===== src/rtl/uart_rx_pkg.sv =====
package uart_rx_pkg;
  typedef enum logic [2:0] {
    RX_ARM   = 3'd0,
    RX_HUNT  = 3'd1,
    RX_START = 3'd2,
    RX_DATA  = 3'd3,
    RX_STOP  = 3'd4
  } rx_state_t;
endpackage


===== src/rtl/uart_rx_vote.sv =====
module uart_rx_vote #(
  parameter int N = 3
) (
  input  logic [N-1:0] samples,
  output logic         maj,
  output logic         split,
  output logic         any_hi
);
  always_comb begin
    maj    = ($countones(samples) > (N / 2));
    any_hi = |samples;
    split  = any_hi && !(&samples);
  end

  always_comb begin
    if (samples == '0) assert_vote_low_R2: assert (!maj);
  end
endmodule


===== src/rtl/uart_rx_ctrl.sv =====
module uart_rx_ctrl
  import uart_rx_pkg::*;
#(
  parameter int OSR = 16,
  parameter int DW  = 8
) (
  input  logic          clk,
  input  logic          rst,
  input  logic          tick,
  input  logic          rx,
  input  logic          sc_mode,
  input  logic          fe_flag,
  output logic          done_o,
  output logic          fe_o,
  output logic          noise_o,
  output logic [DW-1:0] byte_o
);
  localparam int RTW = $clog2(OSR + 1);
  localparam int BW  = (DW > 1) ? $clog2(DW) : 1;
  localparam logic [RTW-1:0] MID_A = RTW'(OSR / 2);
  localparam logic [RTW-1:0] MID_B = RTW'(OSR / 2 + 1);
  localparam logic [RTW-1:0] MID_C = RTW'(OSR / 2 + 2);
  localparam logic [RTW-1:0] LAST  = RTW'(OSR);
  localparam logic [BW-1:0]  LASTBIT = BW'(DW - 1);

  rx_state_t      st;
  logic [RTW-1:0] rt, idx;
  logic [BW-1:0]  bitn;
  logic [DW-1:0]  shreg;
  logic [1:0]     early;
  logic           vmaj, vsplit, vany, at_vote, blk;

  uart_rx_vote #(.N(3)) u_vote (
    .samples ({rx, early[1], early[0]}),
    .maj     (vmaj),
    .split   (vsplit),
    .any_hi  (vany)
  );

  always_comb begin
    idx     = (rt == LAST) ? RTW'(1) : rt + RTW'(1);
    at_vote = tick && (idx == MID_C);
    blk     = sc_mode && fe_flag;
    done_o  = at_vote && (st == RX_STOP);
    fe_o    = done_o && !vmaj && !sc_mode;
    noise_o = 1'b0;
    if (at_vote) begin
      case (st)
        RX_START:        noise_o = sc_mode ? (vsplit && !vmaj) : vany;
        RX_DATA, RX_STOP: noise_o = vsplit;
        default:         noise_o = 1'b0;
      endcase
    end
  end

  assign byte_o = shreg;

  always_ff @(posedge clk) begin
    if (rst) begin
      st    <= RX_ARM;
      rt    <= '0;
      bitn  <= '0;
      shreg <= '0;
      early <= '0;
    end else if (tick) begin
      if (st == RX_START || st == RX_DATA || st == RX_STOP) begin
        rt <= idx;
        if (idx == MID_A) early[0] <= rx;
        if (idx == MID_B) early[1] <= rx;
      end
      case (st)
        RX_ARM: if (rx) st <= RX_HUNT;
        RX_HUNT: begin
          if (!rx && !blk) begin
            st <= RX_START;
            rt <= RTW'(1);
          end
        end
        RX_START: begin
          if (idx >= RTW'(2) && idx < MID_A && rx) begin
            st <= RX_HUNT;
          end else if (idx == MID_C && sc_mode && vmaj) begin
            st <= RX_ARM;
          end else if (idx == LAST) begin
            st   <= RX_DATA;
            bitn <= '0;
          end
        end
        RX_DATA: begin
          if (idx == MID_C) shreg <= {vmaj, shreg[DW-1:1]};
          if (idx == LAST) begin
            if (bitn == LASTBIT) st <= RX_STOP;
            else bitn <= bitn + BW'(1);
          end
        end
        RX_STOP: if (idx == MID_C) st <= RX_ARM;
        default: st <= RX_ARM;
      endcase
    end
  end

  assert_tick_gate_R11: assert property (@(posedge clk) disable iff (rst)
    !tick |=> ($stable(st) && $stable(rt)));
  assert_rt_range_R3: assert property (@(posedge clk) disable iff (rst)
    (st == RX_START || st == RX_DATA || st == RX_STOP) |-> (rt >= RTW'(1) && rt <= LAST));
  assert_blocked_R9: assert property (@(posedge clk) disable iff (rst)
    (st == RX_HUNT && blk) |=> (st == RX_HUNT));
  assert_sc_reject_R6: assert property (@(posedge clk) disable iff (rst)
    (at_vote && st == RX_START && sc_mode && vmaj) |=> (st == RX_ARM));
endmodule


===== src/rtl/uart_rx_flags.sv =====
module uart_rx_flags #(
  parameter int DW = 8
) (
  input  logic          clk,
  input  logic          rst,
  input  logic          done,
  input  logic [DW-1:0] byte_in,
  input  logic          fe_in,
  input  logic          noise_in,
  input  logic          rd,
  output logic [DW-1:0] data_q,
  output logic          full_q,
  output logic          noise_q,
  output logic          fe_q
);
  always_ff @(posedge clk) begin
    if (rst) begin
      data_q  <= '0;
      full_q  <= 1'b0;
      noise_q <= 1'b0;
      fe_q    <= 1'b0;
    end else begin
      if (done) begin
        data_q <= byte_in;
        full_q <= 1'b1;
        fe_q   <= fe_in;
      end else if (rd) begin
        full_q <= 1'b0;
        fe_q   <= 1'b0;
      end
      if (noise_in) noise_q <= 1'b1;
      else if (rd)  noise_q <= 1'b0;
    end
  end

  assert_read_clears_R10: assert property (@(posedge clk) disable iff (rst)
    (rd && !done && !noise_in) |=> (!full_q && !fe_q && !noise_q));
  assert_full_source_R2: assert property (@(posedge clk) disable iff (rst)
    (!full_q && !done) |=> !full_q);
  assert_fe_source_R7: assert property (@(posedge clk) disable iff (rst)
    (!fe_q && !done) |=> !fe_q);
endmodule


===== src/rtl/uart_rx_recover.sv =====
module uart_rx_recover #(
  parameter int OSR = 16,
  parameter int DW  = 8
) (
  input  logic          clk,
  input  logic          rst,
  input  logic          os_tick,
  input  logic          rx_in,
  input  logic          sc_mode,
  input  logic          rd_strobe,
  output logic [DW-1:0] rx_byte,
  output logic          byte_ready,
  output logic          noise_flag,
  output logic          frame_err
);
  logic          done, fe_now, noise_now;
  logic [DW-1:0] shifted;

  uart_rx_ctrl #(.OSR(OSR), .DW(DW)) u_ctrl (
    .clk     (clk),
    .rst     (rst),
    .tick    (os_tick),
    .rx      (rx_in),
    .sc_mode (sc_mode),
    .fe_flag (frame_err),
    .done_o  (done),
    .fe_o    (fe_now),
    .noise_o (noise_now),
    .byte_o  (shifted)
  );

  uart_rx_flags #(.DW(DW)) u_flags (
    .clk      (clk),
    .rst      (rst),
    .done     (done),
    .byte_in  (shifted),
    .fe_in    (fe_now),
    .noise_in (noise_now),
    .rd       (rd_strobe),
    .data_q   (rx_byte),
    .full_q   (byte_ready),
    .noise_q  (noise_flag),
    .fe_q     (frame_err)
  );
endmodule


===== config.mk =====
export PLATFORM = sky130hd
export DESIGN_NAME = uart_rx_recover
export DESIGN_NICKNAME = d
export VERILOG_FILES = /design/src/rtl/uart_rx_pkg.sv /design/src/rtl/uart_rx_vote.sv /design/src/rtl/uart_rx_ctrl.sv /design/src/rtl/uart_rx_flags.sv /design/src/rtl/uart_rx_recover.sv
export SDC_FILE = /design/constraint.sdc
export NUM_CORES = 1
export LEC_CHECK = 0
export BUFFER_PORTS_ARGS = -buffer_cell sky130_fd_sc_hd__buf_4
export CAP_MARGIN = 20
export CORE_UTILIZATION = 50
export DETAILED_ROUTE_END_ITERATION = 12
export PLACE_DENSITY = 0.75
export SETUP_SLACK_MARGIN = 0.2
export SLEW_MARGIN = 25
export SYNTH_ARGS = -nofsm -noshare
export SYNTH_HDL_FRONTEND = slang
export SYNTH_SLANG_ARGS = --single-unit

===== constraint.sdc =====
create_clock -name clk -period 2.6 [get_ports clk]
set_input_delay 0.13 -clock clk [delete_from_list [all_inputs] [get_ports clk]]
set_output_delay 0.13 -clock clk [all_outputs]
set_load 0.01 [all_outputs]

==> impl_results.md <==
- Switching power: 247 uW
- Die width: 62.5 um
- Row count: 21
- Final hold vios: 0
- Clk buf depth: 2
- WS Path Type: flip-flop to flip-flop
- Clock power share: 39.7%
- I/O pin cnt: 17
- Total GRT Usage: 21.2%
- Average size of a mapped cell: 9.19 um2
- Ys flop type: dfxtp_1
- First-pass GRT wire length: 6420 um
- Worst-path maximum fanout: 8
- Max_cap viols: 0
- Worst skew pair latency: 0.36 ns
- Largest net degree at the start of global routing: 33
- PortBufs: 16
- Routed vias/inst: 5.50
- H-tree depth: 2
- Root Buffer: clkbuf_4
- Leakage: 0.934 nW
- Final Power: 979 uW
- Async S/R FF share, synth: 0%
- Synth unique cells: 52
- Post-route ant nets: 0
- Placed cell areas: 0.00195 mm2
- Layout Nets: 227
- Fmax: 0.427 GHz
- Initial Util: 53.6%
- Peak VDD IR: 253 uV
- Max stage delay on crit path: 0.46 ns
- Switching Fraction: 25.2%
- Worst Path Arrival: 2.59 ns
- Die Footprint: 0.00390 mm2
- Antenna diode count: 0
- Vias: 1435
- Final Critical Period: 2.34 ns
- DR DRC count: 0
- Fin crit share: 90.2%
- Fillers: 315
- Slowest-stage cell, CP: a2111o_1
- CTS Hold Bufs: 0
- Crit end category: flip-flop
- # clock sinks: 32
- CTS tree: done
- DR WL/cell: 13.6 um
- Share of layout cells above drive strength 1: 21.4%
- Final setup fails: 0
- Aggregate global routing overflow: 0
- Slew headroom: 60.0%
- CP Launch Type: flip-flop
- Seq/Total Area, Yosys: 35.0%
- Vias in the first global route: 1411
- # Post-CTS Setup Buffers: 0
- Yosys warns: 0
- Worst Path Buf+Inv: 0
- Die Y: 62.5 um
- Slew Viols, Final: 0
- RSZ-0062 raised after global routing: no
- Core footprint: 0.00342 mm2
- WL final: 3560 um
- Cell Chain, Critical Path: ha_4, nor3b_1, a211oi_1, a2111o_1, and3_4, o31ai_4, mux2_4
- Int Pwr: 732 uW
- Worst slew pin tran: 0.585 ns
- Hold WS: 0.0522 ns
- Final Wtd Congestion: 0.841
- WP data required: 2.84 ns
- Num CTS Buffers: 5
- Initial antenna violation count: 0
- #FFs+latches synth: 32
- Outcome: completed
- Pwr per Cell Area: 474 mW/mm2
- Sequential share of power: 51.2%
- Setup TNS: 0 ns
- Post-route cell area: 0.00207 mm2
- Layout Skew: 0.0153 ns
- CTS clk-pin slew, worst paths: 0.12 ns
- Synthesized area: 0.00183 mm2
- Synthesized net count: 212
- Comb power frac: 9.2%
- Number of synthesized flops with an enable pin: 0
- Synth Instances: 199
- First-iteration detailed-routing DRC count: 152
- Area growth, synth to finish: 12.9%
- Top Family by Delay on Critical Path: compound AO/OA/AOI/OAI gates
- DRT Pass-1 Iters: 4
- Dpl hpwl: 2550 um
- Worst hold path type: input pin to flip-flop
==> registers in the layout (all words and copies together) (netlist names) <==
register / count
u_ctrl.st: 3
u_flags.fe_q: 1
u_ctrl.byte_o: 8
u_flags.data_q: 8
u_ctrl.early: 2
u_flags.noise_q: 1
u_flags.full_q: 1
u_ctrl.bitn: 3
u_ctrl.rt: 5
==> repair_timing <==
item | 4_1_cts | 5_1_grt
pin swaps | 0 | 2
setup endpoints to repair | 2 | 2
resized for setup | 1 | 9
==> cells in the mapped netlist (2+ instances only) <==
cell | number | area, um2
inv_1 | 4 | 15.0
and2b_1 | 2 | 15.0
nor3b_2 | 3 | 37.5
ha_1 | 7 | 87.6
xnor2_1 | 4 | 35.0
and2_1 | 2 | 12.5
buf_4 | 4 | 30.0
mux2_4 | 2 | 30.0
a2111oi_0 | 2 | 17.5
and4_1 | 2 | 17.5
a211oi_1 | 3 | 22.5
clkbuf_1 | 2 | 7.51
nand2_1 | 12 | 45.0
nor2_1 | 33 | 124
nand2b_1 | 6 | 37.5
o21ai_1 | 3 | 15.0
mux2i_1 | 21 | 210
nand3_1 | 9 | 45.0
o31ai_1 | 3 | 22.5
nor3b_1 | 2 | 15.0
dfxtp_1 | 32 | 641
a21oi_1 | 10 | 50.1
nand3b_1 | 2 | 15.0
==> final cells by class <==
class	count	area (um2)	share of cell area, %
multi-input combinational	151	1120	54.2
sequential	32	651	31.5
timing repair buffer	18	135	6.54
tap	46	57.6	2.79
clock inverter	3	42.5	2.06
clock buffer	5	37.5	1.82
inverter	6	22.5	1.09
==> through the flow <==
step           worst slack (ns)  util [%]  std cells
3_3_place_gp              0.274      57.1        253
2_1_floorplan             0.383         -        199
5_1_grt                   0.194      60.5        261
3_5_place_dp              0.176      57.1        253
6_report                  0.256      60.5        261
4_1_cts                   0.216      59.5        261
==> power groups by stage <==
stage | Clock, mW | Combinational [mW] | Sequential, mW
6_report | 0.388 | 0.0896 | 0.501
5_1_grt | 0.421 | 0.0991 | 0.502
4_1_cts | 0.395 | 0.0863 | 0.501
3_5_place_dp | 0 | 0.0858 | 0.512
3_3_place_gp | 0 | 0.0843 | 0.512
2_1_floorplan | 0 | 0.0695 | 0.508
==> worst paths after layout <==
| path | cells after the start | start | slack, ns | end |
|---|---|---|---|---|
| worst min register to register | 2 | u_flags.full_q | 0.48 | u_flags.full_q |
| worst max-delay path | 7 | u_ctrl.rt[0] | 0.26 | u_ctrl.st[0] |
| worst max register to register | 7 | u_ctrl.rt[0] | 0.26 | u_ctrl.st[0] |
| worst min-delay path | 3 | rd_strobe | 0.05 | u_flags.full_q |
==> cells in the final DEF, fill, tap and decap left out, types with 2 or more instances in the layout <==
| cell type | netlist | routed |
|---|---|---|
| mux2_4 | 2 | 2 |
| clkbuf_4 | 0 | 5 |
| and4_1 | 2 | 2 |
| and2_1 | 2 | 2 |
| buf_4 | 4 | 18 |
| o31ai_1 | 3 | 3 |
| a211oi_1 | 3 | 3 |
| xnor2_1 | 4 | 4 |
| o21ai_1 | 3 | 3 |
| ha_1 | 7 | 5 |
| nor3b_2 | 3 | 3 |
| ha_4 | 0 | 2 |
| nor3b_1 | 2 | 2 |
| dfxtp_4 | 0 | 2 |
| nand2b_1 | 6 | 6 |
| dfxtp_2 | 0 | 2 |
| dfxtp_1 | 32 | 28 |
| a21oi_1 | 10 | 10 |
| a2111oi_0 | 2 | 2 |
| nor2_1 | 33 | 33 |
| nand3b_1 | 2 | 2 |
| inv_1 | 4 | 4 |
| nand2_1 | 12 | 12 |
| mux2i_1 | 21 | 21 |
| nand3_1 | 9 | 9 |
| and2b_1 | 2 | 2 |
==> worst min-delay path: stages <==
cell and delay [ns]:
buf_4 0.08, nand2b_1 0.09, a21oi_1 0.06
==> logic make-up after synthesis <==
kind of cell / count (synthesis) / share of synthesized area, %
simple gates: 81 / 23.5
fa+ha+maj: 7 / 4.79
flops: 32 / 35.0
mux: 23 / 13.1
xor+xnor: 5 / 2.39
buf+inv: 16 / 5.13
compound gates: 35 / 16.0
==> metal layers <==
| metal | vias up | global-route usage, % | wire length [um] |
|---|---|---|---|
| met5 | - | 0 | 0 |
| met4 | 0 | 6.98 | 51 |
| met3 | 5 | 7.12 | 152 |
| met2 | 35 | 33.3 | 1670 |
| met1 | 658 | 27.1 | 1690 |
| li1 | 737 | - | - |
(Power assumes the default switching activity.)
